[config.mk]
export PLATFORM = sky130hd
export DESIGN_NAME = bus_fault_frame_check
export DESIGN_NICKNAME = d
export VERILOG_FILES = /design/src/rtl/bfc_pkg.sv /design/src/rtl/bfc_control.sv /design/src/rtl/bfc_datapath.sv /design/src/rtl/bus_fault_frame_check.sv
export SDC_FILE = /design/constraint.sdc
export NUM_CORES = 1
export LEC_CHECK = 0
export BUFFER_PORTS_ARGS = -buffer_cell sky130_fd_sc_hd__buf_4
export CORE_UTILIZATION = 45
export DETAILED_ROUTE_END_ITERATION = 7
export MAX_ROUTING_LAYER = met4
export PLACE_DENSITY = 0.76
export SLEW_MARGIN = 20
export SYNTH_ARGS = -nofsm -noshare
export SYNTH_HDL_FRONTEND = slang
export SYNTH_SLANG_ARGS = --single-unit
[constraint.sdc]
create_clock -name clk -period 2.6 [get_ports clk]
set_clock_uncertainty 0.2 [all_clocks]
set_input_delay 0.52 -clock clk [delete_from_list [all_inputs] [get_ports clk]]
set_output_delay 0.52 -clock clk [all_outputs]
set_load 0.005 [all_outputs]
[src/rtl/bfc_pkg.sv]
package bfc_pkg;

  typedef enum logic [1:0] {
    ST_IDLE,
    ST_STAT,
    ST_XFER,
    ST_DONE
  } bfcState_t;

  typedef struct packed {
    logic capture;   // take stackPtr and layout flag
    logic takeStat;  // latch status word
    logic takeXfer;  // latch transfer word
    logic selXfer;   // address the transfer word
  } bfcStrobe_t;

  localparam logic [1:0] TYPE_NORMAL  = 2'b00;
  localparam logic [1:0] TYPE_BLKMOVE = 2'b01;
  localparam logic [1:0] TYPE_EXCEPT  = 2'b10;
  localparam logic [1:0] TYPE_RSVD    = 2'b11;

endpackage

[src/rtl/bfc_control.sv]
module bfc_control
  import bfc_pkg::*;
(
  input  logic       clk,
  input  logic       rstN,
  input  logic       start,
  input  logic       memAck,
  output bfcStrobe_t strobe,
  output logic       memReq,
  output logic       done
);

  bfcState_t state, stateNext;

  always_ff @(posedge clk) begin
    if (!rstN) state <= ST_IDLE;
    else       state <= stateNext;
  end

  always_comb begin
    stateNext = state;
    unique case (state)
      ST_IDLE: if (start)  stateNext = ST_STAT;
      ST_STAT: if (memAck) stateNext = ST_XFER;
      ST_XFER: if (memAck) stateNext = ST_DONE;
      ST_DONE:             stateNext = ST_IDLE;
      default:             stateNext = ST_IDLE;
    endcase
  end

  always_comb begin
    strobe.capture  = (state == ST_IDLE) && start;
    strobe.takeStat = (state == ST_STAT) && memAck;
    strobe.takeXfer = (state == ST_XFER) && memAck;
    strobe.selXfer  = (state == ST_XFER);
    memReq          = (state == ST_STAT) || (state == ST_XFER);
    done            = (state == ST_DONE);
  end

endmodule

[src/rtl/bfc_datapath.sv]
module bfc_datapath
  import bfc_pkg::*;
#(
  parameter int unsigned     ADDR_W         = 24,
  parameter int unsigned     REV_W          = 8,
  parameter int unsigned     CNT_W          = 8,
  parameter logic [REV_W-1:0] LOCAL_REV     = 8'h01,
  parameter int unsigned     FULL_STAT_OFF  = 'h16,
  parameter int unsigned     FULL_XFER_OFF  = 'h14,
  parameter int unsigned     SHORT_STAT_OFF = 'h12,
  parameter int unsigned     SHORT_XFER_OFF = 'h10
) (
  input  logic                    clk,
  input  logic                    rstN,
  input  bfcStrobe_t              strobe,
  input  logic [ADDR_W-1:0]       stackPtr,
  input  logic                    shortFrame,
  input  logic [REV_W+CNT_W-1:0]  memRdata,
  output logic [ADDR_W-1:0]       memAddr,
  output logic                    frameOk,
  output logic                    mvSet,
  output logic [CNT_W-1:0]        loadVal
);

  localparam int unsigned WORD_W = REV_W + CNT_W;
  localparam logic [ADDR_W-1:0] FULL_STAT_A  = ADDR_W'(FULL_STAT_OFF);
  localparam logic [ADDR_W-1:0] FULL_XFER_A  = ADDR_W'(FULL_XFER_OFF);
  localparam logic [ADDR_W-1:0] SHORT_STAT_A = ADDR_W'(SHORT_STAT_OFF);
  localparam logic [ADDR_W-1:0] SHORT_XFER_A = ADDR_W'(SHORT_XFER_OFF);

  logic [ADDR_W-1:0] ptrQ;
  logic              shortQ;
  logic [WORD_W-1:0] statQ;
  logic [WORD_W-1:0] xferQ;

  always_ff @(posedge clk) begin
    if (!rstN) begin
      ptrQ   <= '0;
      shortQ <= 1'b0;
      statQ  <= '0;
      xferQ  <= '0;
    end else begin
      if (strobe.capture) begin
        ptrQ   <= stackPtr;
        shortQ <= shortFrame;
      end
      if (strobe.takeStat) statQ <= memRdata;
      if (strobe.takeXfer) xferQ <= memRdata;
    end
  end

  logic [ADDR_W-1:0] offset;
  always_comb begin
    unique case ({shortQ, strobe.selXfer})
      2'b00:   offset = FULL_STAT_A;
      2'b01:   offset = FULL_XFER_A;
      2'b10:   offset = SHORT_STAT_A;
      default: offset = SHORT_XFER_A;
    endcase
  end
  assign memAddr = ptrQ + offset;

  logic [1:0]       frameType;
  logic [REV_W-1:0] stackedRev;
  logic             typeOk;
  logic             revOk;

  assign frameType  = statQ[WORD_W-1 -: 2];
  assign stackedRev = xferQ[WORD_W-1 -: REV_W];
  assign revOk      = (stackedRev == LOCAL_REV);

  always_comb begin
    if (shortQ) typeOk = (frameType == TYPE_EXCEPT);
    else        typeOk = (frameType != TYPE_RSVD);
  end

  assign frameOk = revOk && typeOk;
  assign mvSet   = frameType[0];
  assign loadVal = xferQ[CNT_W-1:0];

endmodule

[src/rtl/bus_fault_frame_check.sv]
module bus_fault_frame_check
  import bfc_pkg::*;
#(
  parameter int unsigned      ADDR_W         = 24,
  parameter int unsigned      REV_W          = 8,
  parameter int unsigned      CNT_W          = 8,
  parameter logic [REV_W-1:0] LOCAL_REV      = 8'h01,
  parameter int unsigned      FULL_STAT_OFF  = 'h16,
  parameter int unsigned      FULL_XFER_OFF  = 'h14,
  parameter int unsigned      SHORT_STAT_OFF = 'h12,
  parameter int unsigned      SHORT_XFER_OFF = 'h10
) (
  input  logic                   clk,
  input  logic                   rstN,
  input  logic                   start,
  input  logic [ADDR_W-1:0]      stackPtr,
  input  logic                   shortFrame,
  output logic                   memReq,
  output logic [ADDR_W-1:0]      memAddr,
  input  logic                   memAck,
  input  logic [REV_W+CNT_W-1:0] memRdata,
  output logic                   done,
  output logic                   formatErr,
  output logic                   cntLoad,
  output logic [CNT_W-1:0]       cntValue
);

  bfcStrobe_t       strobe;
  logic             frameOk;
  logic             mvSet;
  logic [CNT_W-1:0] loadVal;

  bfc_control ctrl_i (
    .clk    (clk),
    .rstN   (rstN),
    .start  (start),
    .memAck (memAck),
    .strobe (strobe),
    .memReq (memReq),
    .done   (done)
  );

  bfc_datapath #(
    .ADDR_W         (ADDR_W),
    .REV_W          (REV_W),
    .CNT_W          (CNT_W),
    .LOCAL_REV      (LOCAL_REV),
    .FULL_STAT_OFF  (FULL_STAT_OFF),
    .FULL_XFER_OFF  (FULL_XFER_OFF),
    .SHORT_STAT_OFF (SHORT_STAT_OFF),
    .SHORT_XFER_OFF (SHORT_XFER_OFF)
  ) dp_i (
    .clk        (clk),
    .rstN       (rstN),
    .strobe     (strobe),
    .stackPtr   (stackPtr),
    .shortFrame (shortFrame),
    .memRdata   (memRdata),
    .memAddr    (memAddr),
    .frameOk    (frameOk),
    .mvSet      (mvSet),
    .loadVal    (loadVal)
  );

  assign formatErr = done && !frameOk;
  assign cntLoad   = done && frameOk && mvSet;
  assign cntValue  = cntLoad ? loadVal : '0;

endmodule

==> results of run 1 <==
final cells by class:
| class | count | share of cell area |
|---|---|---|
| flip-flops and latches | 45 | 0.270 |
| well taps | 67 | 0.0250 |
| clock buffers | 5 | 0.0205 |
| clock inverters | 3 | 0.00635 |
| repair buffers | 106 | 0.241 |
| inverters | 7 | 0.00859 |
| multi-input cells | 225 | 0.429 |
worst min-delay path, cell delays in order (launching register included):
cell                      delay, ns
sky130_fd_sc_hd__dfxtp_1       0.31
sky130_fd_sc_hd__nand2_1       0.05
sky130_fd_sc_hd__a21oi_1       0.05
synth_stat cells:
| master | n | area, µm² |
|---|---|---|
| sky130_fd_sc_hd__nor2_1 | 9 | 33.8 |
| sky130_fd_sc_hd__nor4_1 | 2 | 12.5 |
| sky130_fd_sc_hd__xor2_1 | 8 | 70.1 |
| sky130_fd_sc_hd__xnor2_1 | 13 | 114 |
| sky130_fd_sc_hd__nor4_2 | 2 | 25.0 |
| sky130_fd_sc_hd__o2111ai_1 | 1 | 8.76 |
| sky130_fd_sc_hd__nor3_1 | 1 | 5.00 |
| sky130_fd_sc_hd__nand2_2 | 1 | 6.26 |
| sky130_fd_sc_hd__nor4b_1 | 1 | 8.76 |
| sky130_fd_sc_hd__and3_1 | 1 | 6.26 |
| sky130_fd_sc_hd__nand4_1 | 4 | 25.0 |
| sky130_fd_sc_hd__and2_1 | 10 | 62.6 |
| sky130_fd_sc_hd__and4_1 | 1 | 8.76 |
| sky130_fd_sc_hd__buf_2 | 1 | 5.00 |
| sky130_fd_sc_hd__fa_1 | 1 | 20.0 |
| sky130_fd_sc_hd__or3_1 | 1 | 6.26 |
| sky130_fd_sc_hd__clkbuf_1 | 10 | 37.5 |
| sky130_fd_sc_hd__mux2i_1 | 1 | 10.0 |
| sky130_fd_sc_hd__o21a_1 | 1 | 7.51 |
| sky130_fd_sc_hd__nor4b_2 | 1 | 15.0 |
| sky130_fd_sc_hd__nand4_2 | 1 | 12.5 |
| sky130_fd_sc_hd__o22ai_1 | 1 | 6.26 |
| sky130_fd_sc_hd__ha_1 | 8 | 100 |
| sky130_fd_sc_hd__nor2b_1 | 1 | 6.26 |
| sky130_fd_sc_hd__nand3_1 | 6 | 30.0 |
| sky130_fd_sc_hd__inv_1 | 7 | 26.3 |
| sky130_fd_sc_hd__o21ai_0 | 2 | 10.0 |
| sky130_fd_sc_hd__buf_4 | 1 | 7.51 |
| sky130_fd_sc_hd__dfxtp_1 | 45 | 901 |
| sky130_fd_sc_hd__nor3_2 | 2 | 20.0 |
| sky130_fd_sc_hd__a21oi_1 | 39 | 195 |
| sky130_fd_sc_hd__nor4_4 | 1 | 21.3 |
| sky130_fd_sc_hd__nand2_1 | 96 | 360 |
| sky130_fd_sc_hd__buf_1 | 2 | 7.51 |
| sky130_fd_sc_hd__a21boi_0 | 7 | 52.6 |
| sky130_fd_sc_hd__a211oi_1 | 2 | 15.0 |
| sky130_fd_sc_hd__buf_6 | 1 | 11.3 |
cells by family (layout without fill, tap and decap cells):
group / after synthesis / after routing
multiplexers: 1 / 1
AO/OA/AOI/OAI: 53 / 53
buffers and inverters: 22 / 121
AND/OR/NAND/NOR: 141 / 141
flip-flops: 45 / 45
adder cells (fa/ha/maj): 9 / 9
XOR/XNOR: 21 / 21
timing repair:
action | CTS | global route
gates resized for setup | 14 | 12
pin swaps | 10 | 7
endpoints found under the setup margin | 28 | 30
setup buffers | 5 | 4
final timing paths:
path / to / slack (ns)
worst max-delay path: memAddr[9] / -0.48
worst min-delay path: dp_i.xferQ[6] / 0.25
worst max register to register: ctrl_i.state[1] / 0.85
worst min register to register: dp_i.xferQ[6] / 0.25
per-layer routing:
layer / vias up / GRT usage / share of wire
met5: - / - / 0
met4: 0 / 0.0784 / 0.018
met3: 7 / 0.0331 / 0.038
met2: 59 / 0.378 / 0.49
met1: 1061 / 0.283 / 0.45
li1: 1159 / - / -
metrics by stage:
stage	util	cell area (µm²)
2_1_floorplan	-	2320
3_3_place_gp	0.640	3060
3_5_place_dp	0.640	3060
4_1_cts	0.681	3260
5_1_grt	0.700	3350
6_report	0.700	3350
sequential cells by signal (all words and copies together), names as in the netlist:
name / flops
dp_i.statQ: 2
dp_i.ptrQ: 24
ctrl_i.state: 2
dp_i.shortQ: 1
dp_i.xferQ: 16
placed cells by master (no fill, tap or decap), types with 2 or more instances in the layout:
cell type	synthesis	layout
sky130_fd_sc_hd__clkbuf_8	0	5
sky130_fd_sc_hd__xor2_1	8	8
sky130_fd_sc_hd__xnor2_2	0	2
sky130_fd_sc_hd__nand3_2	0	2
sky130_fd_sc_hd__nand2_1	96	94
sky130_fd_sc_hd__nand3_1	6	4
sky130_fd_sc_hd__nand4_1	4	4
sky130_fd_sc_hd__dfxtp_2	0	2
sky130_fd_sc_hd__a21oi_1	39	37
sky130_fd_sc_hd__ha_4	0	2
sky130_fd_sc_hd__inv_1	7	6
sky130_fd_sc_hd__nor2_1	9	5
sky130_fd_sc_hd__xnor2_1	13	11
sky130_fd_sc_hd__ha_1	8	5
sky130_fd_sc_hd__nand2_2	1	3
sky130_fd_sc_hd__dfxtp_1	45	43
sky130_fd_sc_hd__a21boi_0	7	7
sky130_fd_sc_hd__and2_1	10	10
sky130_fd_sc_hd__nor4_4	1	3
sky130_fd_sc_hd__buf_6	1	3
sky130_fd_sc_hd__nor4_2	2	2
sky130_fd_sc_hd__buf_4	1	103
sky130_fd_sc_hd__o21ai_0	2	2
sky130_fd_sc_hd__nor3_4	0	2
sky130_fd_sc_hd__a211oi_1	2	2
sky130_fd_sc_hd__nor2_4	0	3
report_power, final:
part           internal [mW]  switching (mW)  total [mW]  leakage, nW
registers              0.807           0.119       0.926        0.368
logic                  0.465           0.399       0.865         1.05
clock network          0.191           0.248       0.439       0.0445
total                   1.46           0.766        2.23         1.47
==> summary.md, run 1 <==
| Metric | Value |
|---|---|
| Critical Path Most Common Cell | sky130_fd_sc_hd__buf_4 |
| Critical Path Source | ctrl_i.state[0] |
| DRC | 0 |
| Share of final-layout standard cells stronger than drive strength 1 | 0.371 |
| Slew of the pin with the lowest slew margin | 0.572 ns |
| Number of global-route vias before repair | 2,058 |
| Depth of the CTS H-tree | 2 |
| Count of synthesis-stage warnings from yosys | 0 |
| R2R Path Start | ctrl_i.state[1] |
| Post-synthesis adder-cell area fraction | 0.0529 |
| Violations in the final reports | negative setup slack |
| Post-route non-filler standard cell count | 458 |
| Clock Sink Count | 45 |
| Port Buffer Count | 80 |
| Number of buffers created by CTS | 5 |
| Max FO, Critical Path | 4 |
| Crit path time final | 3.08 ns |
| Slack of the critical path | -0.484 ns |
| Number of setup violations in the final report | 20 |
| Largest family of logic cells by synthesized area | simple AND/OR/NAND/NOR gates |
| Die height | 73.0 µm |
| Area used by sequential logic in the layout | 903 µm² |
| Initial Utilization | 0.475 |
| Stage delay of the slowest cell on the critical path | 0.37 ns |
| Sum of internal, switching and leakage power | 2.23 mW |
| Remaining antenna violation count after routing | 0 |
| Pwr dens | 665 nW/µm² |
| Pin count of the biggest net entering global routing | 39 |
| Number of nets in the synthesized netlist | 346 |
| Vias post-DR | 2,286 |
| Maximum frequency from static timing analysis | 324 MHz |
| Parity-gate share of the synthesized area counting xor and xnor cells | 0.0810 |
| Initial antenna violation count | 0 |
| Pins over their slew limit | 0 |
| Static leakage | 1.47 nW |
| Clk Latency, worst-skew pair | 0.29 ns |
| Antenna diode count | 0 |
| HPWL Detailed | 4.04 mm |
| Fraction of synthesized area in multiplexers | 0.00441 |
| Complex-gate fraction of the synthesized area | 0.130 |
| Summed instance area of the synthesized netlist | 2270 µm² |
| Number of logic stages on the critical path including buffering | 12 |
| Vias per Instance | 4.99 |
| Clock slew at reported path FFs | 0.09 ns |
| Unrepaired setup endpoints after global routing | yes |
| Number of iterations in the first detailed-routing pass | 4 |
| Per-cell routed wire length | 12.3 µm |
| Class of the tightest hold or removal check | reg -> reg |
| Master of the slowest instance on the critical path | sky130_fd_sc_hd__fa_2 |
| Largest delay contributor family on the critical path | adder cells |
| Layout overhead on the synthesized area | 47.5% |
| Average size of a mapped cell | 7.78 µm² |
| Cell chosen for the clock root | sky130_fd_sc_hd__clkbuf_8 |
| WP buf/inv | 4 |
| Number of violations reported at the end of detailed-routing iteration 0 | 80 |
| Cell-by-cell listing of the critical path | inv_4, ha_4, a21oi_2, ha_2, fa_2, a21oi_4, buf_4, buf_6, nor2_4, and3_1, xor2_1, buf_4 |
| Final worst-path cycle share | 1.19 |
| Count of maximum capacitance violations | 0 |
| Number of instances in the synthesized netlist | 292 |
| Footprint of the multi-input gates | 1440 µm² |
| Total Die Area | 5330 µm² |
| Basic-gate share of the synthesized area counting and, or, nand and nor cells | 0.293 |
| Tot GR Track Use | 0.228 |
| Post-placement cell count | 441 |
| Number of register bits inferred by synthesis | 45 |
| Cells on Worst Hold Path | 2 |
| Fill count | 393 |
| Number of buffers between clock root and the deepest sink | 2 |
| Worst hold margin | 0.253 ns |
| Post-detailed-routing wire length | 5.64 mm |
| Register-to-Register Path Depth | 7 |
| Run status | complete, but fails checks |
| Worst setup path category | reg -> out |
| Wire length of the first global-routing pass | 9.11 mm |
| Clock tree from TritonCTS | yes |
| Hold path startpoint | dp_i.xferQ[6] |
| Placer Congestion | 0.866 |
| Floorplan die width | 73.0 µm |
| Hold Buf Count CTS | 0 |
| Core area | 4790 µm² |
| Pre-CTS setup slack | -0.185 ns |
| Count of cell types in the netlist | 37 |
| Kind of end point of the critical path | primary output |
| Worst slew margin relative to its limit | 0.618 |
| Sequential element share of the synthesized area | 0.397 |
| Crit path required time | 1.88 ns |
| Hold violation count in the final report | 0 |
| Arr. time, crit path | 2.36 ns |
| Total number of nets in the final design | 444 |
| Ports | 81 |
| GRT Residual Overflow | 0 |
| Critical path startpoint category | flop |
| Worst VDD drop | 0.000585 V |
| Setup TNS after final layout | -7.08 ns |
| # rows | 25 |
Power figures use the tool's default switching activity.
==> run 2, diff against run 1 <==
--- a/config.mk
+++ b/config.mk
@@ -5,6 +5,7 @@
 export SDC_FILE = /design/constraint.sdc
 export NUM_CORES = 1
 export LEC_CHECK = 0
+export ABC_AREA = 1
 export BUFFER_PORTS_ARGS = -buffer_cell sky130_fd_sc_hd__buf_4
 export CORE_UTILIZATION = 45
 export DETAILED_ROUTE_END_ITERATION = 7
==> run 2 against run 1 <==
The run still ends with negative setup slack left. Count of clock-buffer cells in the layout rose by 2. Die area rose by 5.4%. Total power rose by 20%. Utilization fell by 4.9 points. Largest cell class unchanged. Highest routed layer unchanged.
==> summary.md, run 2 <==
| Metric | Value |
|---|---|
| Most common library cell in the layout ignoring fill and taps | sky130_fd_sc_hd__buf_4 |
| Hold violation count in the final report | 0 (unchanged) |
| Clock tree from TritonCTS | yes |
| Unrepaired setup endpoints after global routing | yes |
| Part of the total power dissipated in the clock network | 0.206 (+0.009) |
| Arr. time, crit path | 2.15 ns (-0.21 ns) |
| Area share of the leading cell type in the synthesized netlist | 0.376 (-0.0209) |
| Fill count | 472 (+20%) |
| GRT Residual Overflow | 0 (unchanged) |
| Final worst-path cycle share | 1.10 (-0.0821) |
| Critical path startpoint category | flop |
| Wire length of the first global-routing pass | 9.40 mm (+3.2%) |
| Hold Buf Count CTS | 0 (unchanged) |
| Count of synthesis-stage warnings from yosys | 0 (unchanged) |
| Vias post-DR | 2,452 (+7.3%) |
| Number of instances in the synthesized netlist | 350 (+20%) |
| Kind of end point of the critical path | primary output |
| Initial antenna violation count | 0 (unchanged) |
| Slack of the critical path | -0.271 ns (+0.213 ns) |
| Cells on Worst Hold Path | 2 (unchanged) |
| Total internal power | 1.72 mW (+17%) |
| Number of register bits inferred by synthesis | 45 (unchanged) |
| Number of buffers created by CTS | 5 (unchanged) |
| Maximum frequency from static timing analysis | 348 MHz (+7.4%) |
| Post-detailed-routing wire length | 5.79 mm (+2.7%) |
| Register-to-Register Path Depth | 8 (+1) |
| Crit path time final | 2.87 ns (-0.213 ns) |
| Die height | 75.0 µm (+2.7%) |
| Number of nets in the synthesized netlist | 404 (+17%) |
| Remaining antenna violation count after routing | 0 (unchanged) |
| Ports | 81 (unchanged) |
| Summed instance area of the synthesized netlist | 2400 µm² (+5.6%) |
| Port Buffer Count | 80 (unchanged) |
| # rows | 26 (+4.0%) |
| Depth of the CTS H-tree | 2 (unchanged) |
| Initial Utilization | 0.469 (-0.00513) |
| Total Die Area | 5620 µm² (+5.4%) |
| Top FF cell, synth | sky130_fd_sc_hd__dfxtp_1 |
| Slew of the pin with the lowest slew margin | 0.638 ns (+0.0658 ns) |
| Worst R2R End | dp_i.xferQ[14] |
| Number of iterations in the first detailed-routing pass | 4 (unchanged) |
| Count of maximum capacitance violations | 0 (unchanged) |
| Placer Congestion | 0.846 (-2.4%) |
| Count of cell types in the netlist | 28 (-24%) |
| Flip-flop count of the largest register, all copies and words added | 24 (unchanged) |
| Clock slew at reported path FFs | 0.08 ns (about the same) |
| HPWL Detailed | 4.24 mm (+4.9%) |
| Worst VDD drop | 0.000443 V (-24%) |
| Vias per Instance | 4.82 (-3.5%) |
| Complex-gate fraction of the synthesized area | 0.141 (+0.0114) |
| Post-synth EDFFs | 0 (unchanged) |
| Basic-gate share of the synthesized area counting and, or, nand and nor cells | 0.320 (+0.0268) |
| Max FO, Critical Path | 4 (unchanged) |
| Worst setup path category | reg -> out |
| Footprint of the multi-input gates | 1410 µm² (-2.3%) |
| Post-route non-filler standard cell count | 509 (+11%) |
| Floorplan die width | 75.0 µm (+2.7%) |
| Fraction of synthesized area in multiplexers | 0 (-0.00441) |
| Post-placement cell count | 497 (+13%) |
| R2R Path Start | ctrl_i.state[0] |
| Sequential element share of the synthesized area | 0.376 (-0.0209) |
| Sequential group share of total power | 0.384 (-0.031) |
| Tot GR Track Use | 0.226 (-0.00222) |
| Class of the tightest hold or removal check | reg -> reg |
| Violations in the final reports | negative setup slack |
| Power dissipated by switching net loads | 0.953 mW (+24%) |
| Most used cells in the layout excluding fill and tap cells | 91 x sky130_fd_sc_hd__buf_4, 88 x sky130_fd_sc_hd__nor2_1, 55 x sky130_fd_sc_hd__nand2_1 |
| Number of global-route vias before repair | 2,115 (+2.8%) |
| Crit path required time | 1.88 ns (about the same) |
| DRC | 0 (unchanged) |
| Sum of internal, switching and leakage power | 2.67 mW (+20%) |
| Run status | complete, but fails checks |
| Clock Sink Count | 45 (unchanged) |
| Cell chosen for the clock root | sky130_fd_sc_hd__clkbuf_8 |
| Static leakage | 1.51 nW (+3.1%) |
| Total number of nets in the final design | 492 (+11%) |
| Per-cell routed wire length | 11.4 µm (-7.6%) |
| Number of buffers between clock root and the deepest sink | 2 (unchanged) |
| Number of violations reported at the end of detailed-routing iteration 0 | 90 (+13%) |
| Ranking of synthesized cells by area | sky130_fd_sc_hd__dfxtp_1 38%, sky130_fd_sc_hd__nor2_1 14%, sky130_fd_sc_hd__o21ai_0 9.6% |
| Async set-reset flop share out of synthesis | 0 (unchanged) |
| Setup slack of the worst register-to-register path | 0.52 ns (-0.33 ns) |
| Most used standard cell by instance count after synthesis | sky130_fd_sc_hd__nor2_1 |
| Registers with the highest flip-flop counts | dp_i.ptrQ x24, dp_i.xferQ x16 |
| Number of setup violations in the final report | 19 (-5.0%) |
| Area used by sequential logic in the layout | 903 µm² (unchanged) |
| Post-synthesis adder-cell area fraction | 0.0501 (-0.00279) |
| Pin count of the biggest net entering global routing | 46 (+18%) |
| Worst slew margin relative to its limit | 0.573 (-0.0449) |
| Pins over their slew limit | 0 (unchanged) |
| Endpoint of the worst hold path | dp_i.xferQ[2] |
| Average size of a mapped cell | 6.85 µm² (-12%) |
| Register bank with the most flops | dp_i.ptrQ |
| Antenna diode count | 0 (unchanged) |
| Core area | 5110 µm² (+6.7%) |
| Hold path startpoint | dp_i.xferQ[2] |
| Parity-gate share of the synthesized area counting xor and xnor cells | 0.0475 (-0.0335) |
| Synth top cells by count | 88 x sky130_fd_sc_hd__nor2_1, 56 x sky130_fd_sc_hd__nand2_1, 46 x sky130_fd_sc_hd__o21ai_0 |
| Largest family of logic cells by synthesized area | simple AND/OR/NAND/NOR gates |
| Share of final-layout standard cells stronger than drive strength 1 | 0.292 (-0.0793) |
| Most area-hungry cell type in the Yosys netlist | sky130_fd_sc_hd__dfxtp_1 |
| Net switching fraction of the power | 0.357 (+0.0131) |
| Pwr dens | 803 nW/µm² (+21%) |
| Clk Latency, worst-skew pair | 0.30 ns (about the same) |
| Layout overhead on the synthesized area | 38.7% |
| Combinational cell fraction of total power | 0.410 (+0.022) |
## run 2: cell types whose count changed in the layout (fill, tap and decap cells not counted), moves of 3 or more
cell,before,now
sky130_fd_sc_hd__a21boi_0,7,0
sky130_fd_sc_hd__nand2_4,0,3
sky130_fd_sc_hd__nand2_1,94,55
sky130_fd_sc_hd__buf_4,103,91
sky130_fd_sc_hd__nand3b_1,0,4
sky130_fd_sc_hd__a21oi_1,37,16
sky130_fd_sc_hd__and2_1,10,1
sky130_fd_sc_hd__nor4_4,3,0
sky130_fd_sc_hd__xnor2_1,11,4
sky130_fd_sc_hd__o21ai_0,2,46
sky130_fd_sc_hd__inv_1,6,24
sky130_fd_sc_hd__nor2_1,5,88
## run 2: layer usage
metal | wire length (µm) | part of all wire | track usage | vias up
met4 | 48 | 0.0083 | 0.0503 | 0
met1 | 2630 | 0.45 | 0.268 | 1093
li1 | - | - | - | 1293
met2 | 2810 | 0.49 | 0.382 | 59
met5 | 0 | 0 | - | -
met3 | 300 | 0.052 | 0.0589 | 7
## run 2: cells by family after synthesis
logic type,count (synthesis)
xor+xnor,13
flops,45
fa+ha+maj,9
buf+inv,40
compound gates,66
simple gates,177
## run 2: critical path: stages, from the launching register on
cell and delay (ns):
sky130_fd_sc_hd__dfxtp_2 0.36, sky130_fd_sc_hd__inv_4 0.06, sky130_fd_sc_hd__ha_4 0.16, sky130_fd_sc_hd__a21oi_2 0.11, sky130_fd_sc_hd__ha_2 0.20, sky130_fd_sc_hd__fa_2 0.21, sky130_fd_sc_hd__nand2_2 0.07, sky130_fd_sc_hd__nand2_4 0.08
sky130_fd_sc_hd__nand2_4 0.05, sky130_fd_sc_hd__nor2_4 0.15, sky130_fd_sc_hd__nand2_4 0.09, sky130_fd_sc_hd__o21ai_2 0.12, sky130_fd_sc_hd__nand2_1 0.06, sky130_fd_sc_hd__buf_4 0.13
## run 2: timing repair
action,in CTS,in global routing
buffers inserted,4,1
resized for setup,15,4
endpoints found under the setup margin,21,28
hold endpoints to repair,0,0
pin swaps,5,1
## run 2: area by class of cell
class / instances / share of cell area
clock buffers: 7 / 0.0260
clock inverters: 1 / 0.00903
well taps: 70 / 0.0263
multi-input cells: 265 / 0.422
flip-flops and latches: 45 / 0.272
repair buffers: 93 / 0.212
inverters: 28 / 0.0324
## run 2: through the flow
step / area [µm²] / TNS [ns] / hold slack [ns] / worst slack (ns) / util
after detailed placement: 3100 / -0.215 / 0.246 / -0.0900 / 0.607
after CTS: 3300 / -3.14 / 0.258 / -0.272 / 0.646
after floorplan: 2400 / 0 / 0.229 / 0.0470 / -
after global placement: 3100 / 0 / 0.239 / 0.00601 / 0.607
final: 3330 / -3.15 / 0.256 / -0.271 / 0.651
after global routing: 3330 / -5.69 / 0.266 / -0.389 / 0.651
## run 2: worst max path at each step
stage | from | endpoint | slack (ns) | cells after the start
after floorplan | ctrl_i.state[0] | memAddr[23] | 0.05 | 13
after global placement | ctrl_i.state[0] | memAddr[23] | 0.006 | 13
after detailed placement | ctrl_i.state[0] | memAddr[23] | -0.09 | 13
after CTS | ctrl_i.state[0] | memAddr[11] | -0.27 | 12
after global routing | ctrl_i.state[0] | memAddr[23] | -0.39 | 14
final | ctrl_i.state[0] | memAddr[23] | -0.27 | 13
## run 2: power groups by stage
stage | sequential [mW] | clock (mW) | combinational, mW
global placement | 1.02 | 0 | 1.01
finish | 1.02 | 0.550 | 1.09
floorplan | 0.981 | 0 | 0.605
detailed placement | 1.02 | 0 | 1.04
global route | 1.05 | 0.588 | 1.25
CTS | 1.02 | 0.562 | 1.09
==> run 3, diff against run 2 <==
--- a/config.mk
+++ b/config.mk
@@ -6,11 +6,11 @@
 export NUM_CORES = 1
 export LEC_CHECK = 0
 export ABC_AREA = 1
-export BUFFER_PORTS_ARGS = -buffer_cell sky130_fd_sc_hd__buf_4
-export CORE_UTILIZATION = 45
+export CORE_UTILIZATION = 57
 export DETAILED_ROUTE_END_ITERATION = 7
+export DONT_BUFFER_PORTS = 1
 export MAX_ROUTING_LAYER = met4
-export PLACE_DENSITY = 0.76
+export PLACE_DENSITY = 0.75
 export SLEW_MARGIN = 20
 export SYNTH_ARGS = -nofsm -noshare
 export SYNTH_HDL_FRONTEND = slang
==> run 3 against run 2 <==
The run still ends with negative setup slack left. Clock power shrank 3.8%. Non-clock buffer count is 82 lower. Register-to-register slack gained 0.16 ns. First-iteration DRC count rose by 27%. Setup slack improved by 0.083 ns. Utilization up 1.9 points. Sequential power hardly changed. Routed wire length is 12% lower. Maximum frequency grew 3.0%. Critical path depth unchanged. Critical endpoint unchanged.
==> summary.md, run 3 (synthesis results as in run 2) <==
| Metric | Value |
|---|---|
| Most common library cell in the layout ignoring fill and taps | sky130_fd_sc_hd__nor2_1 |
| Vias per Instance | 5.29 (+9.9%) |
| Endpoint of the worst hold path | ctrl_i.state[1] |
| Hold Buf Count CTS | 0 (unchanged) |
| Pin count of the biggest net entering global routing | 46 (unchanged) |
| Violations in the final reports | negative setup slack |
| Total internal power | 1.49 mW (-13%) |
| Registers with the highest flip-flop counts | dp_i.ptrQ x24, dp_i.xferQ x16 |
| Register-to-Register Path Depth | 7 (-1) |
| Post-placement cell count | 393 (-21%) |
| Floorplan die width | 66.9 µm (-11%) |
| Total Die Area | 4470 µm² (-21%) |
| Worst hold margin | 0.151 ns (-0.106 ns) |
| Stage delay of the slowest cell on the critical path | 0.36 ns (about the same) |
| Unrepaired setup endpoints after global routing | yes |
| Cell-by-cell listing of the critical path | inv_4, ha_4, a21oi_2, ha_2, fa_2, nand2_2, nand2_4, nand2_4, nor2_4, nand2_4, nor2_2, nand2_1, nand2_1 |
| Run status | complete, but fails checks |
| Cell chosen for the clock root | sky130_fd_sc_hd__clkbuf_8 |
| WP buf/inv | 1 (-1) |
| Die height | 66.9 µm (-11%) |
| Initial antenna violation count | 0 (unchanged) |
| Number of buffers created by CTS | 5 (unchanged) |
| R2R Path Start | ctrl_i.state[0] |
| Largest delay contributor family on the critical path | simple AND/OR/NAND/NOR gates |
| Final worst-path cycle share | 1.07 (-0.0321) |
| Most used cells in the layout excluding fill and tap cells | 88 x sky130_fd_sc_hd__nor2_1, 54 x sky130_fd_sc_hd__nand2_1, 46 x sky130_fd_sc_hd__o21ai_0 |
| Power dissipated by switching net loads | 0.895 mW (-6.1%) |
| Antenna diode count | 0 (unchanged) |
| Worst setup path category | reg -> out |
| Count of maximum capacitance violations | 0 (unchanged) |
| Clock slew at reported path FFs | 0.09 ns (about the same) |
| Clock tree from TritonCTS | yes |
| Register bank with the most flops | dp_i.ptrQ |
| Number of violations reported at the end of detailed-routing iteration 0 | 114 (+27%) |
| Critical path startpoint category | flop |
| Wire length of the first global-routing pass | 7.74 mm (-18%) |
| Critical Path Most Common Cell | sky130_fd_sc_hd__nand2_4 |
| Number of buffers between clock root and the deepest sink | 2 (unchanged) |
| Port Buffer Count | 0 (-100%) |
| Number of iterations in the first detailed-routing pass | 4 (unchanged) |
| Vias post-DR | 2,155 (-12%) |
| Layout overhead on the synthesized area | 12.7% |
| Worst R2R End | dp_i.ptrQ[18] |
| Flip-flop count of the largest register, all copies and words added | 24 (unchanged) |
| Hold path startpoint | rstN |
| Max FO, Critical Path | 4 (unchanged) |
| Sequential group share of total power | 0.432 (+0.048) |
| Final Core Density | 0.670 (+0.0193) |
| Core area | 4030 µm² (-21%) |
| Total number of nets in the final design | 410 (-17%) |
| Kind of end point of the critical path | primary output |
| Depth of the CTS H-tree | 2 (unchanged) |
| Clock Sink Count | 45 (unchanged) |
| GRT Residual Overflow | 0 (unchanged) |
| Initial Utilization | 0.595 (+0.126) |
| Slew of the pin with the lowest slew margin | 0.543 ns (-0.0951 ns) |
| Worst VDD drop | 0.000559 V (+26%) |
| Sum of internal, switching and leakage power | 2.38 mW (-11%) |
| Net switching fraction of the power | 0.376 (+0.0187) |
| Class of the tightest hold or removal check | in -> reg |
| Pwr dens | 882 nW/µm² (+9.9%) |
| Crit path required time | 1.88 ns (about the same) |
| Tot GR Track Use | 0.235 (+0.00966) |
| Post-route non-filler standard cell count | 407 (-20%) |
| Slack of the critical path | -0.187 ns (+0.0835 ns) |
| Maximum frequency from static timing analysis | 359 MHz (+3.0%) |
| Remaining antenna violation count after routing | 0 (unchanged) |
| Clk Latency, worst-skew pair | 0.29 ns (about the same) |
| Pre-CTS setup slack | -0.00566 ns (+0.0843 ns) |
| Crit path time final | 2.79 ns (-0.0835 ns) |
| Arr. time, crit path | 2.07 ns (-0.08 ns) |
| # rows | 23 (-12%) |
| Cells on Worst Hold Path | 2 (unchanged) |
| Post-detailed-routing wire length | 5.10 mm (-12%) |
| Ports | 81 (unchanged) |
| DRC | 0 (unchanged) |
| Combinational cell fraction of total power | 0.346 (-0.064) |
| Number of setup violations in the final report | 13 (-6) |
| HPWL Detailed | 3.77 mm (-11%) |
| Share of final-layout standard cells stronger than drive strength 1 | 0.143 (-0.149) |
| Part of the total power dissipated in the clock network | 0.222 (+0.016) |
| Setup slack of the worst register-to-register path | 0.68 ns (+0.16 ns) |
| Pins over their slew limit | 0 (unchanged) |
| Number of global-route vias before repair | 1,819 (-14%) |
| Worst slew margin relative to its limit | 0.636 (+0.0622) |
| Placer Congestion | 0.857 (+1.3%) |
| Master of the slowest instance on the critical path | sky130_fd_sc_hd__dfxtp_2 |
| Per-cell routed wire length | 12.5 µm (+10%) |
| Static leakage | 1.11 nW (-27%) |
| Hold violation count in the final report | 0 (unchanged) |
-- run 3: cell type report --
class | instances | area [µm²]
Sequential cell | 45 | 903
Inverter | 28 | 108
Fill cell | 389 | 1330
Clock buffer | 5 | 68.8
Clock inverter | 3 | 46.3
Tap cell | 50 | 62.6
Multi-Input combinational cell | 265 | 1430
Timing Repair Buffer | 11 | 82.6
-- run 3: per-stage QoR --
| step | area, µm² | TNS, ns |
|---|---|---|
| 2_1_floorplan | 2400 | 0 |
| 3_3_place_gp | 2450 | 0 |
| 3_5_place_dp | 2450 | -0.00566 |
| 4_1_cts | 2630 | -1.28 |
| 5_1_grt | 2700 | -3.13 |
| 6_report | 2700 | -1.42 |
-- run 3: routing by layer --
| layer | GRT usage | vias to the layer above | routed length (µm) |
|---|---|---|---|
| li1 | - | 1130 | - |
| met1 | 0.270 | 969 | 2260 |
| met2 | 0.410 | 52 | 2510 |
| met3 | 0.0514 | 4 | 281 |
| met4 | 0.0638 | 0 | 46 |
| met5 | - | - | 0 |
-- run 3: how the worst max path moves through the flow --
stage	from	slack [ns]	end	cells after the start
after floorplan	ctrl_i.state[0]	0.05	memAddr[23]	13
after global placement	ctrl_i.state[0]	0.06	memAddr[23]	13
after detailed placement	ctrl_i.state[0]	-0.006	memAddr[23]	13
after CTS	ctrl_i.state[0]	-0.16	memAddr[23]	13
after global routing	ctrl_i.state[0]	-0.31	memAddr[23]	13
final	ctrl_i.state[0]	-0.19	memAddr[23]	13
-- run 3: power groups by stage --
stage | Sequential (mW) | Clock [mW] | Combinational, mW
floorplan | 0.981 | 0 | 0.605
global placement | 1.02 | 0 | 0.729
detailed placement | 1.02 | 0 | 0.752
CTS | 1.02 | 0.545 | 0.799
global route | 1.05 | 0.570 | 0.942
finish | 1.03 | 0.529 | 0.825
-- run 3: repair_timing --
item / in CTS / in global routing
gates resized for setup: 11 / 10
buffers inserted: 4 / 2
endpoints found under the setup margin: 19 / 18
pin swaps: 5 / 1
